[config.mk]
export PLATFORM = sky130hd
export DESIGN_NAME = sd_card_clkgen
export DESIGN_NICKNAME = d
export VERILOG_FILES = /design/src/rtl/sd_clkgen_pkg.sv /design/src/rtl/sd_clkgen_regs.sv /design/src/rtl/sd_clkgen_ctrl.sv /design/src/rtl/sd_clkgen_datapath.sv /design/src/rtl/sd_card_clkgen.sv
export SDC_FILE = /design/constraint.sdc
export NUM_CORES = 1
export LEC_CHECK = 0
export BUFFER_PORTS_ARGS = -buffer_cell sky130_fd_sc_hd__clkbuf_2
export CORE_MARGIN = 2
export CORE_UTILIZATION = 45
export DETAILED_ROUTE_END_ITERATION = 7
export PLACE_DENSITY = 0.72
export SYNTH_ARGS = -nofsm -noshare
export SYNTH_HDL_FRONTEND = slang
export SYNTH_SLANG_ARGS = --single-unit
[constraint.sdc]
create_clock -name clk -period 2.7 [get_ports clk]
set_clock_uncertainty 0.1 [all_clocks]
set_input_delay 0.135 -clock clk [delete_from_list [all_inputs] [get_ports clk]]
set_output_delay 0.135 -clock clk [all_outputs]
set_load 0.005 [all_outputs]
[src/rtl/sd_clkgen_pkg.sv]
`timescale 1ns/1ps
package sd_clkgen_pkg;

  // Strobes from the phase control to the divider datapath.
  typedef struct packed {
    logic load;   // latch requested ratio and run state, clear counter
    logic rise;   // drive card clock high, clear counter
    logic fall;   // drive card clock low, clear counter
    logic count;  // advance phase counter
  } clkStrobes_t;

endpackage

[src/rtl/sd_clkgen_regs.sv]
`timescale 1ns/1ps
module sd_clkgen_regs #(
  parameter int DATA_W    = 16,
  parameter int ADDR_W    = 9,
  parameter int DIV_BITS  = 8,
  parameter int EN_BIT    = 8,
  parameter logic [ADDR_W-1:0] CTL_ADDR  = 9'h024,
  parameter logic [ADDR_W-1:0] GATE_ADDR = 9'h138
) (
  input  logic                clk,
  input  logic                rstN,
  input  logic                regWrEn,
  input  logic [ADDR_W-1:0]   regAddr,
  input  logic [DATA_W-1:0]   regWrData,
  output logic [DATA_W-1:0]   regRdData,
  output logic [DIV_BITS-1:0] divField,
  output logic                reqRun
);

  localparam logic [DIV_BITS-1:0] DIV_RESET = DIV_BITS'(1) << (DIV_BITS - 1);

  logic [DIV_BITS-1:0] divReg;
  logic                enReg;
  logic                gateReg;
  logic                ctlHit;
  logic                gateHit;

  assign ctlHit  = regWrEn && (regAddr == CTL_ADDR);
  assign gateHit = regWrEn && (regAddr == GATE_ADDR);

  always_ff @(posedge clk or negedge rstN) begin
    if (!rstN) begin
      divReg  <= DIV_RESET;
      enReg   <= 1'b0;
      gateReg <= 1'b0;
    end else begin
      if (ctlHit) begin
        divReg <= regWrData[DIV_BITS-1:0];
        enReg  <= regWrData[EN_BIT];
      end
      if (gateHit) begin
        gateReg <= regWrData[EN_BIT];
      end
    end
  end

  always_comb begin
    regRdData = '0;
    if (regAddr == CTL_ADDR) begin
      regRdData[DIV_BITS-1:0] = divReg;
      regRdData[EN_BIT]       = enReg;
    end else if (regAddr == GATE_ADDR) begin
      regRdData[EN_BIT] = gateReg;
    end
  end

  assign divField = divReg;
  assign reqRun   = enReg && gateReg;

  // control register keeps its value unless written at its own address
  a_r2_ctl_hold: assert property (@(posedge clk) disable iff (!rstN)
    !ctlHit |=> $stable(divReg) && $stable(enReg));

  // gate register keeps its value unless written at its own address
  a_r3_gate_hold: assert property (@(posedge clk) disable iff (!rstN)
    !gateHit |=> $stable(gateReg));

endmodule

[src/rtl/sd_clkgen_ctrl.sv]
`timescale 1ns/1ps
module sd_clkgen_ctrl
  import sd_clkgen_pkg::*;
(
  input  logic        clk,
  input  logic        rstN,
  input  logic        cardClk,
  input  logic        tc,
  input  logic        activeRun,
  input  logic        reqRun,
  output clkStrobes_t stb
);

  logic lowEnd;

  // A low phase ends at terminal count, or at once while parked.
  assign lowEnd = tc || !activeRun;

  always_comb begin
    stb = '0;
    if (cardClk) begin
      if (tc) stb.fall  = 1'b1;
      else    stb.count = 1'b1;
    end else begin
      if (lowEnd) begin
        stb.load = 1'b1;
        stb.rise = activeRun && tc && reqRun;
      end else begin
        stb.count = 1'b1;
      end
    end
  end

  // counter, edge and reload actions never collide inappropriately
  a_r4_strobe_excl: assert property (@(posedge clk) disable iff (!rstN)
    $onehot0({stb.rise, stb.fall, stb.count}) && !(stb.load && stb.count));

  // a high phase is never interrupted by a reload
  a_r8_no_load_high: assert property (@(posedge clk) disable iff (!rstN)
    cardClk |-> !stb.load);

endmodule

[src/rtl/sd_clkgen_datapath.sv]
`timescale 1ns/1ps
module sd_clkgen_datapath
  import sd_clkgen_pkg::*;
#(
  parameter int DIV_BITS = 8
) (
  input  logic                clk,
  input  logic                rstN,
  input  clkStrobes_t         stb,
  input  logic [DIV_BITS-1:0] divField,
  input  logic                reqRun,
  output logic                cardClk,
  output logic                riseStb,
  output logic                tc,
  output logic                activeRun
);

  localparam int CODE_W = $clog2(DIV_BITS + 1);
  localparam int CNT_W  = DIV_BITS;
  localparam logic [CODE_W-1:0] CODE_RESET = CODE_W'(DIV_BITS);

  logic [CODE_W-1:0] reqCode;
  logic [CODE_W-1:0] activeCode;
  logic [CNT_W-1:0]  cnt;
  logic [CNT_W:0]    halfLen;
  logic [CNT_W-1:0]  halfLast;

  // Highest set bit wins; an empty field gives code 0 (half-period 1).
  always_comb begin
    reqCode = '0;
    for (int i = 0; i < DIV_BITS; i++) begin
      if (divField[i]) reqCode = CODE_W'(i + 1);
    end
  end

  assign halfLen  = (CNT_W+1)'(1) << activeCode;
  assign halfLast = CNT_W'(halfLen - (CNT_W+1)'(1));
  assign tc       = (cnt == halfLast);

  always_ff @(posedge clk or negedge rstN) begin
    if (!rstN) begin
      cnt        <= '0;
      activeCode <= CODE_RESET;
      activeRun  <= 1'b0;
      cardClk    <= 1'b0;
      riseStb    <= 1'b0;
    end else begin
      if (stb.load || stb.rise || stb.fall) cnt <= '0;
      else if (stb.count)                   cnt <= cnt + CNT_W'(1);
      if (stb.load) begin
        activeCode <= reqCode;
        activeRun  <= reqRun;
      end
      if (stb.rise)      cardClk <= 1'b1;
      else if (stb.fall) cardClk <= 1'b0;
      riseStb <= stb.rise;
    end
  end

  // phase counter never passes the active half-period
  a_r4_cnt_range: assert property (@(posedge clk) disable iff (!rstN)
    cnt <= halfLast);

  // the setting in force cannot change inside a high phase
  a_r9_cfg_stable_high: assert property (@(posedge clk) disable iff (!rstN)
    cardClk && $past(cardClk) |-> $stable(activeCode));

  // strobe only in the first high cycle
  a_r11_stb_on_rise: assert property (@(posedge clk) disable iff (!rstN)
    riseStb |-> cardClk && !$past(cardClk));

  // every rising edge carries the strobe
  a_r11_rise_has_stb: assert property (@(posedge clk) disable iff (!rstN)
    cardClk && !$past(cardClk) |-> riseStb);

endmodule

[src/rtl/sd_card_clkgen.sv]
`timescale 1ns/1ps
module sd_card_clkgen
  import sd_clkgen_pkg::*;
#(
  parameter int DATA_W   = 16,
  parameter int ADDR_W   = 9,
  parameter int DIV_BITS = 8,
  parameter int EN_BIT   = 8,
  parameter logic [ADDR_W-1:0] CTL_ADDR  = 9'h024,
  parameter logic [ADDR_W-1:0] GATE_ADDR = 9'h138
) (
  input  logic              clk,
  input  logic              rstN,
  input  logic              regWrEn,
  input  logic [ADDR_W-1:0] regAddr,
  input  logic [DATA_W-1:0] regWrData,
  output logic [DATA_W-1:0] regRdData,
  output logic              cardClk,
  output logic              cardClkRise
);

  logic [DIV_BITS-1:0] divField;
  logic                reqRun;
  logic                tc;
  logic                activeRun;
  clkStrobes_t         stb;

  sd_clkgen_regs #(
    .DATA_W(DATA_W), .ADDR_W(ADDR_W), .DIV_BITS(DIV_BITS), .EN_BIT(EN_BIT),
    .CTL_ADDR(CTL_ADDR), .GATE_ADDR(GATE_ADDR)
  ) u_regs (
    .clk(clk), .rstN(rstN), .regWrEn(regWrEn), .regAddr(regAddr),
    .regWrData(regWrData), .regRdData(regRdData),
    .divField(divField), .reqRun(reqRun)
  );

  sd_clkgen_ctrl u_ctrl (
    .clk(clk), .rstN(rstN), .cardClk(cardClk), .tc(tc),
    .activeRun(activeRun), .reqRun(reqRun), .stb(stb)
  );

  sd_clkgen_datapath #(.DIV_BITS(DIV_BITS)) u_dp (
    .clk(clk), .rstN(rstN), .stb(stb), .divField(divField), .reqRun(reqRun),
    .cardClk(cardClk), .riseStb(cardClkRise), .tc(tc), .activeRun(activeRun)
  );

  // a rising edge needs both gates open in the cycle before it
  a_r7_rise_needs_run: assert property (@(posedge clk) disable iff (!rstN)
    $rose(cardClk) |-> $past(reqRun));

  // a stopped clock resting low stays low
  a_r8_stay_low: assert property (@(posedge clk) disable iff (!rstN)
    !reqRun && !cardClk |=> !cardClk);

endmodule

# After elaboration in Yosys (flattened, before gate mapping)
# Index checks and enable logic that the tools add are counted.
[totals] input_bits=28 output_inout_bits=18 reg_bits=25 wordCells=47
[op_classes] n_reduce_logical=11 addsub=2 mux=22 shifts=1 eq_ne=3
[ops] op="4-bit two-way mux" count=7
[ops] op="8-bit two-way mux" count=3
[ops] op="1-bit two-way mux" count=10
[ops] op="9-bit by 6-bit equality test with 1-bit output (second input constant)" count=1
[ops] op="9-bit equality test (second input constant)" count=1
[ops] op="8-bit by 1-bit adder with 8-bit output (second input constant)" count=1
[ops] op="8-bit equality test" count=1
[ops] op="1-bit by 4-bit << shifter with 8-bit output (first input constant)" count=1
[ops] op="8-bit by 1-bit subtractor with 8-bit output (second input constant)" count=1
[ops] op="1-bit logical AND" count=5
[ops] op="2-bit two-way mux" count=2
[ops] op="2-bit nonzero test" count=2
[ops] op="1-bit logical OR" count=3
[ops] op="1-bit zero test" count=1

# Longest topological paths before layout
# Gate-level depths: netlist of the first run.
[logic_depth] depth_word=10 ltp_mapped=10 ltp_nobuf=9

# By module
# A second synthesis of the first run with hierarchy kept.
[hier_totals] cells_unflattened=149 area_unflattened_um2=1532.7
[by_module_without_submodules] mod="sd_clkgen_datapath" cells_each=96 instances=1 area_each_um2=910.9
[by_module_without_submodules] mod="sd_clkgen_regs" cells_each=47 instances=1 area_each_um2=588.1
[by_module_without_submodules] mod="sd_clkgen_ctrl" cells_each=6 instances=1 area_each_um2=33.8

# Worst setup path before layout of the first run
# Ideal clock, no wire load.
[synth_path] path_kind="flip-flop to flip-flop" startpoint="register u_dp.activeCode[1]" endpoint="register u_dp.activeCode[0]" setup_ps=125 arrival_ps=2647 path_slack_ps=-172 path_stages_with_launch=10 n_path_buf=1 synth_period_minus_slack_ps=2872 cell_sequence="dfrtp_1 > buf_6 > or4_4 > ha_1 > or3_1 > a21o_1 > o211ai_1 > nand4_2 > a21oi_4 > mux2_2"
[synth_between] elab_chain_len=6
[synth_rtl] item="from (decl)" line_no="sd_clkgen_datapath.sv:23" text="logic [CODE_W-1:0] activeCode;"
[synth_rtl] item="from (signal assigned)" line_no="sd_clkgen_datapath.sv:51" text="activeCode <= reqCode;"
[synth_rtl] item="1-bit by 4-bit << shifter with 8-bit output" line_no="sd_clkgen_datapath.sv:36" text="assign halfLen = (CNT_W+1)'(1) << activeCode;"
[synth_rtl] item="8-bit by 1-bit subtractor with 8-bit output" line_no="sd_clkgen_datapath.sv:37" text="assign halfLast = CNT_W'(halfLen - (CNT_W+1)'(1));"
[synth_rtl] item="8-bit equality test" line_no="sd_clkgen_datapath.sv:38" text="assign tc = (cnt == halfLast);"
[synth_rtl] item="1-bit logical OR" line_no="sd_clkgen_ctrl.sv:17" text="assign lowEnd = tc || !activeRun;"
[synth_rtl] item="2-bit two-way mux" line_no="sd_clkgen_ctrl.sv:25" text="if (lowEnd) begin"
[synth_rtl] item="2-bit two-way mux" line_no="sd_clkgen_ctrl.sv:21" text="if (cardClk) begin"
# Every way passes these cells.
# A chain may end at the register's enable or synchronous reset.

# Worst setup path in the final report of the first run
[layout_path] startpoint="register u_dp.activeCode[3]" endpoint="register u_dp.activeCode[0]"
# The elaborated chain is that of the path after synthesis.

==> results of run 1 <==
-- metrics by stage --
stage               hold slack [ns]  cell area, sq um  power (mW)
floorplan                    -0.261              1530       0.534
global placement             0.0653              1720       0.578
detailed placement           0.0835              1720       0.585
CTS                          0.0345              1840       0.769
global route                 0.0287              1870       0.816
finish                       0.0332              1870       0.775
-- what timing repair did --
| action | CTS | global route |
|---|---|---|
| setup buffers | 0 | 1 |
| hold buffers | 10 | 0 |
| endpoints found under the hold margin | 33 | 0 |
| gates resized for setup | 0 | 4 |
| endpoints found under the setup margin | 0 | 9 |
-- worst max-delay path, delay by kind of cell, from the launching register on --
kind                       cells  cell delay [ns]
adders and majority gates      1             0.17
AOI/OAI and AO/OA              3             0.53
DFF                            1             0.40
muxes                          1             0.32
and+or+nand+nor                3             1.05
-- placed cells by master, fill, tap and decap left out, types with 2 or more instances in the layout --
cell type      count
a21o_1             4
a21oi_1            6
and2_1             8
buf_4              9
clkbuf_2          31
clkbuf_4           3
conb_1             7
dfrtp_1           23
dfstp_2            2
dlygate4sd3_1     10
inv_1              4
mux2_2            10
mux2_4             4
nand2_1            7
nand2b_1           3
nand3_1            5
nor2_1            14
nor2b_1            2
o21ai_0            4
o21bai_1           2
xnor2_1            6
xor2_1             3
-- final cells by class --
class | count | share of cell area
multi-input cells | 110 | 0.440
repair buffers | 50 | 0.173
inverters | 4 | 0.00803
flip-flops and latches | 25 | 0.336
clock buffers | 4 | 0.0141
well taps | 44 | 0.0295
-- cell usage after synthesis (all sizes together) (3+ instances only) --
cell type,instances,share of area
a21o,4,0.020
a21oi,7,0.031
and2,8,0.034
buf,8,0.043
clkbuf,3,0.0085
dfrtp,23,0.39
inv,4,0.010
mux2,14,0.11
nand2,7,0.018
nand2b,3,0.013
nand3,5,0.017
nor2,15,0.038
o21ai,5,0.017
xnor2,6,0.036
xor2,3,0.018
-- power by group through the flow --
stage | Combinational (mW) | Sequential [mW] | Clock, mW
2_1_floorplan | 0.138 | 0.396 | 0
3_3_place_gp | 0.181 | 0.397 | 0
3_5_place_dp | 0.187 | 0.398 | 0
4_1_cts | 0.199 | 0.391 | 0.179
5_1_grt | 0.234 | 0.392 | 0.190
6_report | 0.212 | 0.391 | 0.172
-- final timing paths --
check,end,slack (ns),cells after the start,start
min in group asynchronous,u_dp.activeRun,0.24,2,rstN
max in group asynchronous,u_regs.divField[6],1.87,2,rstN
max,u_dp.activeCode[0],0.03,8,u_dp.activeCode[3]
min,u_regs.gateReg,0.03,3,regWrEn
min reg2reg,u_regs.divField[0],0.46,1,u_regs.divField[0]
max reg2reg,u_dp.activeCode[0],0.03,8,u_dp.activeCode[3]
-- layer usage --
layer  track usage  vias to the layer above
met5             0                        -
met1         0.239                      577
met3        0.0189                        0
met2         0.340                       24
li1              -                      590
met4        0.0373                        0
-- flip-flops by register name (all words and copies together) (netlist names) --
signal           cells
u_dp.cnt             8
u_regs.divField      8
u_dp.activeRun       1
u_dp.cardClk         1
u_dp.riseStb         1
u_dp.activeCode      4
u_regs.gateReg       1
u_regs.enReg         1
-- cells by family (layout without fill, tap and decap cells) --
| group | Yosys count | after routing | synth area share |
|---|---|---|---|
| xor gates and xnor gates | 9 | 9 | 0.0534 |
| and+or+nand+nor | 53 | 53 | 0.210 |
| muxes | 14 | 14 | 0.107 |
| buffers and inverters | 15 | 58 | 0.0619 |
| adders and majority gates | 2 | 2 | 0.0170 |
| AOI/OAI and AO/OA | 25 | 25 | 0.122 |
| other | 1 | 7 | 0.00254 |
| DFF | 25 | 25 | 0.426 |
==> flow_metrics.tcl, run 1 <==
set metrics [dict create \
    status "finished clean" \
    worst_ep_required_time_ns 2.82 \
    slowest_stage "or4_4" \
    clkPwrFrac 0.222 \
    critPathMaxStageDelay_ns 0.55 \
    switching_power_uw 217 \
    slew_headroom 0.599 \
    seq_area_frac_synth 0.426 \
    synthArstFlopShare 1.00 \
    worst-path-max-fanout 4 \
    rows 20 \
    grt_max_degree 26 \
    wl_um 3080 \
    hold_viol 0 \
    wl_met1_um 1380 \
    numCtsBuffers 3 \
    power.share.switching 0.280 \
    setup.worst_path.end_class "flop" \
    fin_crit_sh 0.988 \
    die_h_um 61.3 \
    maxCapViolCount 0 \
    setup_viol 0 \
    gp_congestion 0.761 \
    fin_setup_tns_ns 0 \
    grt.overflow.total 0 \
    place_hpwl_um 2230 \
    die_w_um 61.3 \
    wire_per_inst_um 13.0 \
    htreeDepth 1 \
    met3WireLength_um 96 \
    drc 0 \
    ios 46 \
    start_util 0.479 \
    die_area_sq_um 3750 \
    ys.warnings.count 0 \
    multiInputGateArea_sq_um 822 \
    ys_types 44 \
    syn_area_sq_um 1480 \
    path_clk_slew_ns 0.14 \
    tritoncts "done" \
    power_density_nw_per_um2 415 \
    antenna_found_initial 0 \
    clock_latency_ns 0.32 \
    ant_nets 0 \
    p_int_uw 558 \
    grt_pass1_vias 1180 \
    cts-root-buf "clkbuf_4" \
    synthFlopType "dfrtp_1" \
    irDropWorstVdd_mv 0.229 \
    syn_area_per_cell_sq_um 10.2 \
    drtPass1Iterations 4 \
    seq_area_sq_um 628 \
    area_growth_syn_to_layout_pct 26.7 \
    crit_path_cell_trace "or4_4 -> ha_4 -> or3_4 -> a21o_1 -> o211ai_1 -> nand4_2 -> a21oi_4 -> mux2_4" \
    combPwrFrac 0.274 \
    highest_layer "met3" \
    leakagePower_nw 0.899 \
    dp.cells 222 \
    layout-drive-gt1-share 0.358 \
    layout.cells.non_filler 237 \
    crit_type "reg -> reg" \
    finalCriticalPeriod_ns 2.67 \
    vias 1191 \
    grt_pass1_wl_um 5240 \
    critical_path_arrival_ns 2.78 \
    antenna_cells 0 \
    timing.final.ws_setup_ns 0.0318 \
    cts_buffer_depth 2 \
    syn_inst 144 \
    worst_pin_slew_ns 0.602 \
    rsz0062_at_grt "yes" \
    p_seq_frac 0.504 \
    nFillCells 276 \
    cts.sinks 25 \
    synth_seq_cells 25 \
    met2WireLength_um 1600 \
    core-area_sq_um 3080 \
    min_path_type "in -> reg" \
    nets 224 \
    track_usage 0.186 \
    post-place-ws_ns 0.0443 \
    maxSlewViolCount 0 \
    synth_edf_count 0 \
    viasPerCell 5.03 \
    cp-start-kind "flop" \
    drt_iter0_markers 35 \
    portBuffers 31 \
    clock.fmax_mhz 375 \
    final_core_util 0.607 \
]
Power figures use the tool's default switching activity.
==> run 2, diff against run 1 <==
==> constraint.sdc (replaced) <==
create_clock -name clk -period 2.2 [get_ports clk]
set_clock_uncertainty 0.1 [all_clocks]
set_input_delay 0.11 -clock clk [delete_from_list [all_inputs] [get_ports clk]]
set_output_delay 0.11 -clock clk [all_outputs]
set_load 0.005 [all_outputs]
==> run 2 against run 1 <==
  * The flow now finishes with violations (setup timing)
  * Worst setup slack lost 0.47 ns
  * Fmax grew 1.2%
  * Sequential power grew 23%
  * Worst hold slack lost 0.019 ns
  * Combinational power grew 22%
  * Global-route usage grew 0.40 points
  * Utilization grew 0.77 points
  * Sequential cell count is the same
  * Clock power grew 31%
  * Critical path depth is the same
  * Critical path type unchanged
  * Critical endpoint is now u_dp.activeCode[1]
==> flow_metrics.tcl, run 2 (synthesis gave the netlist of run 1 again) <==
set metrics [dict create \
    status "finished with violations" \
    violations "setup timing" \
    die_h_um 61.3 \
    place_hpwl_um 2300 \
    cp-start-kind "flop" \
    rows 20 \
    htreeDepth 1 \
    antenna_cells 0 \
    multiInputGateArea_sq_um 811 \
    hold_depth 3 \
    slowest_stage "or4_4" \
    hold_viol 0 \
    area_growth_syn_to_layout_pct 28.3 \
    die_w_um 61.3 \
    crit_type "reg -> reg" \
    power_density_nw_per_um2 509 \
    grt_max_degree 26 \
    maxCapViolCount 0 \
    min_path_type "in -> reg" \
    worst_ep_required_time_ns 2.34 \
    track_usage 0.190 \
    wire_per_inst_um 12.7 \
    dp.cells 226 \
    ant_nets 0 \
    die_area_sq_um 3750 \
    viasPerCell 5.13 \
    setup_viol 15 \
    timing.final.ws_setup_ns -0.436 \
    nets 228 \
    grt_pass1_vias 1218 \
    antenna_found_initial 0 \
    nFillCells 259 \
    final_cell_mix "clkbuf_2, dfrtp_1, nor2_1" \
    fin_crit_sh 1.20 \
    worst-path-max-fanout 4 \
    drtPass1Iterations 4 \
    critical_path_arrival_ns 2.78 \
    start_util 0.479 \
    gp_congestion 0.875 \
    layout_commonest_cell "clkbuf_2" \
    slew_headroom 0.597 \
    drc 0 \
    timing.hold.ws_ns 0.0143 \
    layout.cells.non_filler 241 \
    leakagePower_nw 0.922 \
    tritoncts "done" \
    numCtsBuffers 3 \
    setup.worst_path.end_class "flop" \
    ios 46 \
    cts-root-buf "clkbuf_4" \
    layout-drive-gt1-share 0.371 \
    rsz0062_at_grt "yes" \
    wl_um 3070 \
    drt_iter0_markers 78 \
    core-area_sq_um 3080 \
    vias 1236 \
    finalCriticalPeriod_ns 2.64 \
    path_clk_slew_ns 0.16 \
    clock.fmax_mhz 379 \
    reg2reg_depth 8 \
    clock_latency_ns 0.33 \
    crit_path_cell_trace "or4_4 -> ha_4 -> or3_4 -> a21o_1 -> o211ai_1 -> nand4_2 -> a21oi_4 -> mux2_4" \
    critPathMaxStageDelay_ns 0.54 \
    grt_pass1_wl_um 5280 \
    cts_buffer_depth 2 \
    grt.overflow.total 0 \
    irDropWorstVdd_mv 0.212 \
    cts.sinks 25 \
    maxSlewViolCount 0 \
    portBuffers 31 \
    worst_pin_slew_ns 0.604 \
    totalPowerFinal_uw 963 \
    seq_area_sq_um 628 \
]
[run 2: cell types whose count changed in the layout (fill, tap and decap cells not counted)]
cell      previous run  this run
buf_4                9        13
clkbuf_1             1         0
inv_6                0         1
nor2_1              14        15
nor2_2               1         0
nor4b_2              0         1
nor4b_4              1         0
[run 2: critical path, delay by kind of cell, from the launching register on]
family	cells	cell delay [ns]
adder cells (fa/ha/maj)	1	0.17
AND/OR/NAND/NOR	3	1.03
multiplexers	1	0.32
flip-flops	1	0.40
AO/OA/AOI/OAI	3	0.51
[run 2: path summary, 6_finish.rpt]
check,from,endpoint,slack [ns]
hold / removal,regWrEn,u_regs.gateReg,0.01
setup reg to reg,u_dp.activeCode[3],u_dp.activeCode[1],-0.44
hold reg to reg,u_regs.enReg,u_regs.enReg,0.45
min in group asynchronous,rstN,u_regs.divField[0],0.21
max in group asynchronous,rstN,u_dp.cnt[4],1.38
setup / recovery,u_dp.activeCode[3],u_dp.activeCode[1],-0.44
[run 2: final cells by class]
class                      count  share of cell area
clock buffer                   3              0.0119
multi-input combinational    110               0.428
inverter                       4             0.00793
sequential                    25               0.332
clock inverter                 1             0.00463
tap                           44              0.0291
timing repair buffer          54               0.186
[run 2: timing repair]
item / CTS / global route
hold endpoints to repair: 33 / 0
gates cloned: 0 / 0
hold buffers: 10 / 0
endpoints found under the setup margin: 15 / 15
gates resized for setup: 2 / 0
setup buffers: 1 / 0
[run 2: routing by layer]
| metal | up-vias | part of all wire | track usage |
|---|---|---|---|
| met5 | - | 0 | 0 |
| met4 | 0 | 0.015 | 0.0807 |
| met3 | 6 | 0.044 | 0.0357 |
| met2 | 38 | 0.52 | 0.319 |
| met1 | 590 | 0.42 | 0.240 |
| li1 | 602 | - | - |
[run 2: stage by stage]
step / cell area, sq um / utilization / worst slack (ns) / TNS [ns]
6_report: 1890 / 0.615 / -0.436 / -5.45
5_1_grt: 1890 / 0.615 / -0.539 / -7.23
4_1_cts: 1890 / 0.615 / -0.456 / -5.66
3_5_place_dp: 1750 / 0.567 / -0.434 / -5.32
3_3_place_gp: 1750 / 0.567 / -0.375 / -4.68
2_1_floorplan: 1530 / - / -0.522 / -5.65
[run 2: report_power, final]
| part | switching, mW | total (mW) | internal, mW |
|---|---|---|---|
| logic | 0.115 | 0.259 | 0.144 |
| clock network | 0.151 | 0.225 | 0.0740 |
| registers | 0.00744 | 0.479 | 0.472 |
==> run 3, diff against run 2 <==
--- a/config.mk
+++ b/config.mk
@@ -7,9 +7,9 @@
 export LEC_CHECK = 0
 export BUFFER_PORTS_ARGS = -buffer_cell sky130_fd_sc_hd__clkbuf_2
 export CORE_MARGIN = 2
-export CORE_UTILIZATION = 45
+export CORE_UTILIZATION = 37
 export DETAILED_ROUTE_END_ITERATION = 7
-export PLACE_DENSITY = 0.72
+export PLACE_DENSITY = 0.61
 export SYNTH_ARGS = -nofsm -noshare
 export SYNTH_HDL_FRONTEND = slang
 export SYNTH_SLANG_ARGS = --single-unit
==> run 3 against run 2 <==
  * The flow still finishes with violations (setup timing)
  * Fmax grew 0.75%
  * Sequential power hardly changed
  * Wire length shrank 1.3%
  * Register-to-register slack improved by 0.02 ns
  * Power up 5.2%
  * Critical path depth unchanged
  * Final area rose by 1.5%
  * Critical path type unchanged
  * Critical endpoint is now u_dp.activeCode[0]
  * Largest cell class unchanged
  * Largest power group unchanged
==> flow_metrics.tcl, run 3 (synthesis gave the netlist of run 1 again) <==
set metrics [dict create \
    grt_pass1_wl_um 5070 \
    rrSetupSlack_ns -0.42 \
    final_area_sq_um 1920 \
    area_growth_syn_to_layout_pct 30.2 \
    critical_path_arrival_ns 2.68 \
    worst_pin_slew_ns 0.631 \
    maxSlewViolCount 0 \
    r2r_start "u_dp.activeCode[3]" \
    grt.overflow.total 0 \
    power_density_nw_per_um2 527 \
    drtPass1Iterations 4 \
    layout.cells.non_filler 245 \
    viasPerCell 4.93 \
    dpl_cell_area_sq_um 1750 \
    cts_buffer_depth 2 \
    min_from "regWrEn" \
    cp-start-kind "flop" \
    reg2reg_depth 8 \
    vias 1209 \
    timing.hold.ws_ns 0.0609 \
    ant_nets 0 \
    worst_ep_required_time_ns 2.26 \
    nets 228 \
    critPathMaxStageDelay_ns 0.56 \
    portBuffers 31 \
    htreeDepth 1 \
    layout-drive-gt1-share 0.371 \
    met2WireLength_um 1490 \
    final_cell_mix "clkbuf_2, dfrtp_1, nor2_1" \
    finalCriticalPeriod_ns 2.62 \
    track_usage 0.147 \
    hold_viol 0 \
    start_util 0.394 \
    cts-root-buf "clkbuf_8" \
    antenna_cells 0 \
    violations "setup timing" \
    grt_max_degree 26 \
    final_core_util 0.513 \
    slowest_stage "or4_4" \
    worst-path-max-fanout 4 \
    crit_type "reg -> reg" \
    core-area_sq_um 3740 \
    ios 46 \
    min_path_type "in -> reg" \
    met3WireLength_um 141 \
    post-place-ws_ns -0.417 \
    setup.worst_path.end_class "flop" \
    rows 22 \
    drc 0 \
    place_hpwl_um 2250 \
    crit_path_cell_trace "or4_4 -> ha_4 -> or3_4 -> a21o_1 -> o211ai_1 -> nand4_2 -> a21oi_4 -> mux2_4" \
    status "finished with violations" \
    crit_path_start "u_dp.activeCode[3]" \
    die_w_um 67.1 \
    die_area_sq_um 4510 \
    wl_um 3030 \
    tritoncts "done" \
    path_clk_slew_ns 0.09 \
    gp_congestion 0.802 \
    rsz0062_at_grt "yes" \
    irDropWorstVdd_mv 0.276 \
    crit_end "u_dp.activeCode[0]" \
    fin_crit_sh 1.19 \
    timing.final.ws_setup_ns -0.417 \
    maxCapViolCount 0 \
    dp.cells 230 \
    wl_met1_um 1380 \
    slew_headroom 0.579 \
    r2r-end "u_dp.activeCode[0]" \
    clock_latency_ns 0.27 \
    die_h_um 67.1 \
    setup_viol 15 \
    grt_pass1_vias 1144 \
    numCtsBuffers 3 \
    cts.sinks 25 \
    clock.fmax_mhz 382 \
    drt_iter0_markers 55 \
    leakagePower_nw 0.922 \
    wire_per_inst_um 12.4 \
    layout_commonest_cell "clkbuf_2" \
    antenna_found_initial 0 \
    highest_layer "met4" \
]
## run 3: changes by cell type in the layout (fill, tap and decap cells not counted)
cell        before  now
clkbuf_4         3    0
clkbuf_8         0    3
clkinvlp_4       0    1
inv_6            1    0
mux2_2          10   11
mux2_4           4    3
nor4b_2          1    0
nor4b_4          0    1
## run 3: repair_timing
item	4_1_cts	5_1_grt
setup buffers	0	1
hold endpoints to repair	33	0
hold buffers	10	0
resized for setup	0	2
endpoints found under the setup margin	15	15
## run 3: layer usage
layer / vias up / track usage
li1: 600 / -
met1: 576 / 0.200
met2: 31 / 0.234
met3: 2 / 0.0317
met4: 0 / 0.0434
met5: - / 0
## run 3: through the flow
step / TNS (ns) / power [mW]
floorplan: -5.65 / 0.655
global placement: -4.67 / 0.715
detailed placement: -5.21 / 0.721
CTS: -5.56 / 1.01
global route: -6.97 / 1.07
finish: -5.25 / 1.01
## run 3: cell type report
cell class	count	area (sq um)
inverter	4	15.0
clock inverter	1	7.51
timing repair buffer	54	353
multi-input combinational	110	816
clock buffer	3	41.3
sequential	25	628
fill	356	1820
tap	48	60.1
## run 3: worst min path at each step
stage / depth (start not counted) / slack [ns] / endpoint
after floorplan: 0 / -0.29 / u_dp.activeCode[0]
after global placement: 1 / 0.05 / u_dp.cnt[7]
after detailed placement: 1 / 0.06 / u_dp.cnt[7]
after CTS: 3 / 0.06 / u_regs.gateReg
after global routing: 3 / 0.07 / u_regs.gateReg
final: 3 / 0.06 / u_regs.gateReg
## run 3: where the power goes
part	switching [mW]	internal, mW
Sequential	0.00750	0.471
Combinational	0.118	0.140
Clock	0.148	0.128
Total	0.274	0.739
## run 3: worst max-delay path: cells and delay by family, from the launching register on
kind,cells,cell delay [ns]
compound gates,3,0.49
mux,1,0.32
flops,1,0.38
simple gates,3,1.05
fa+ha+maj,1,0.18
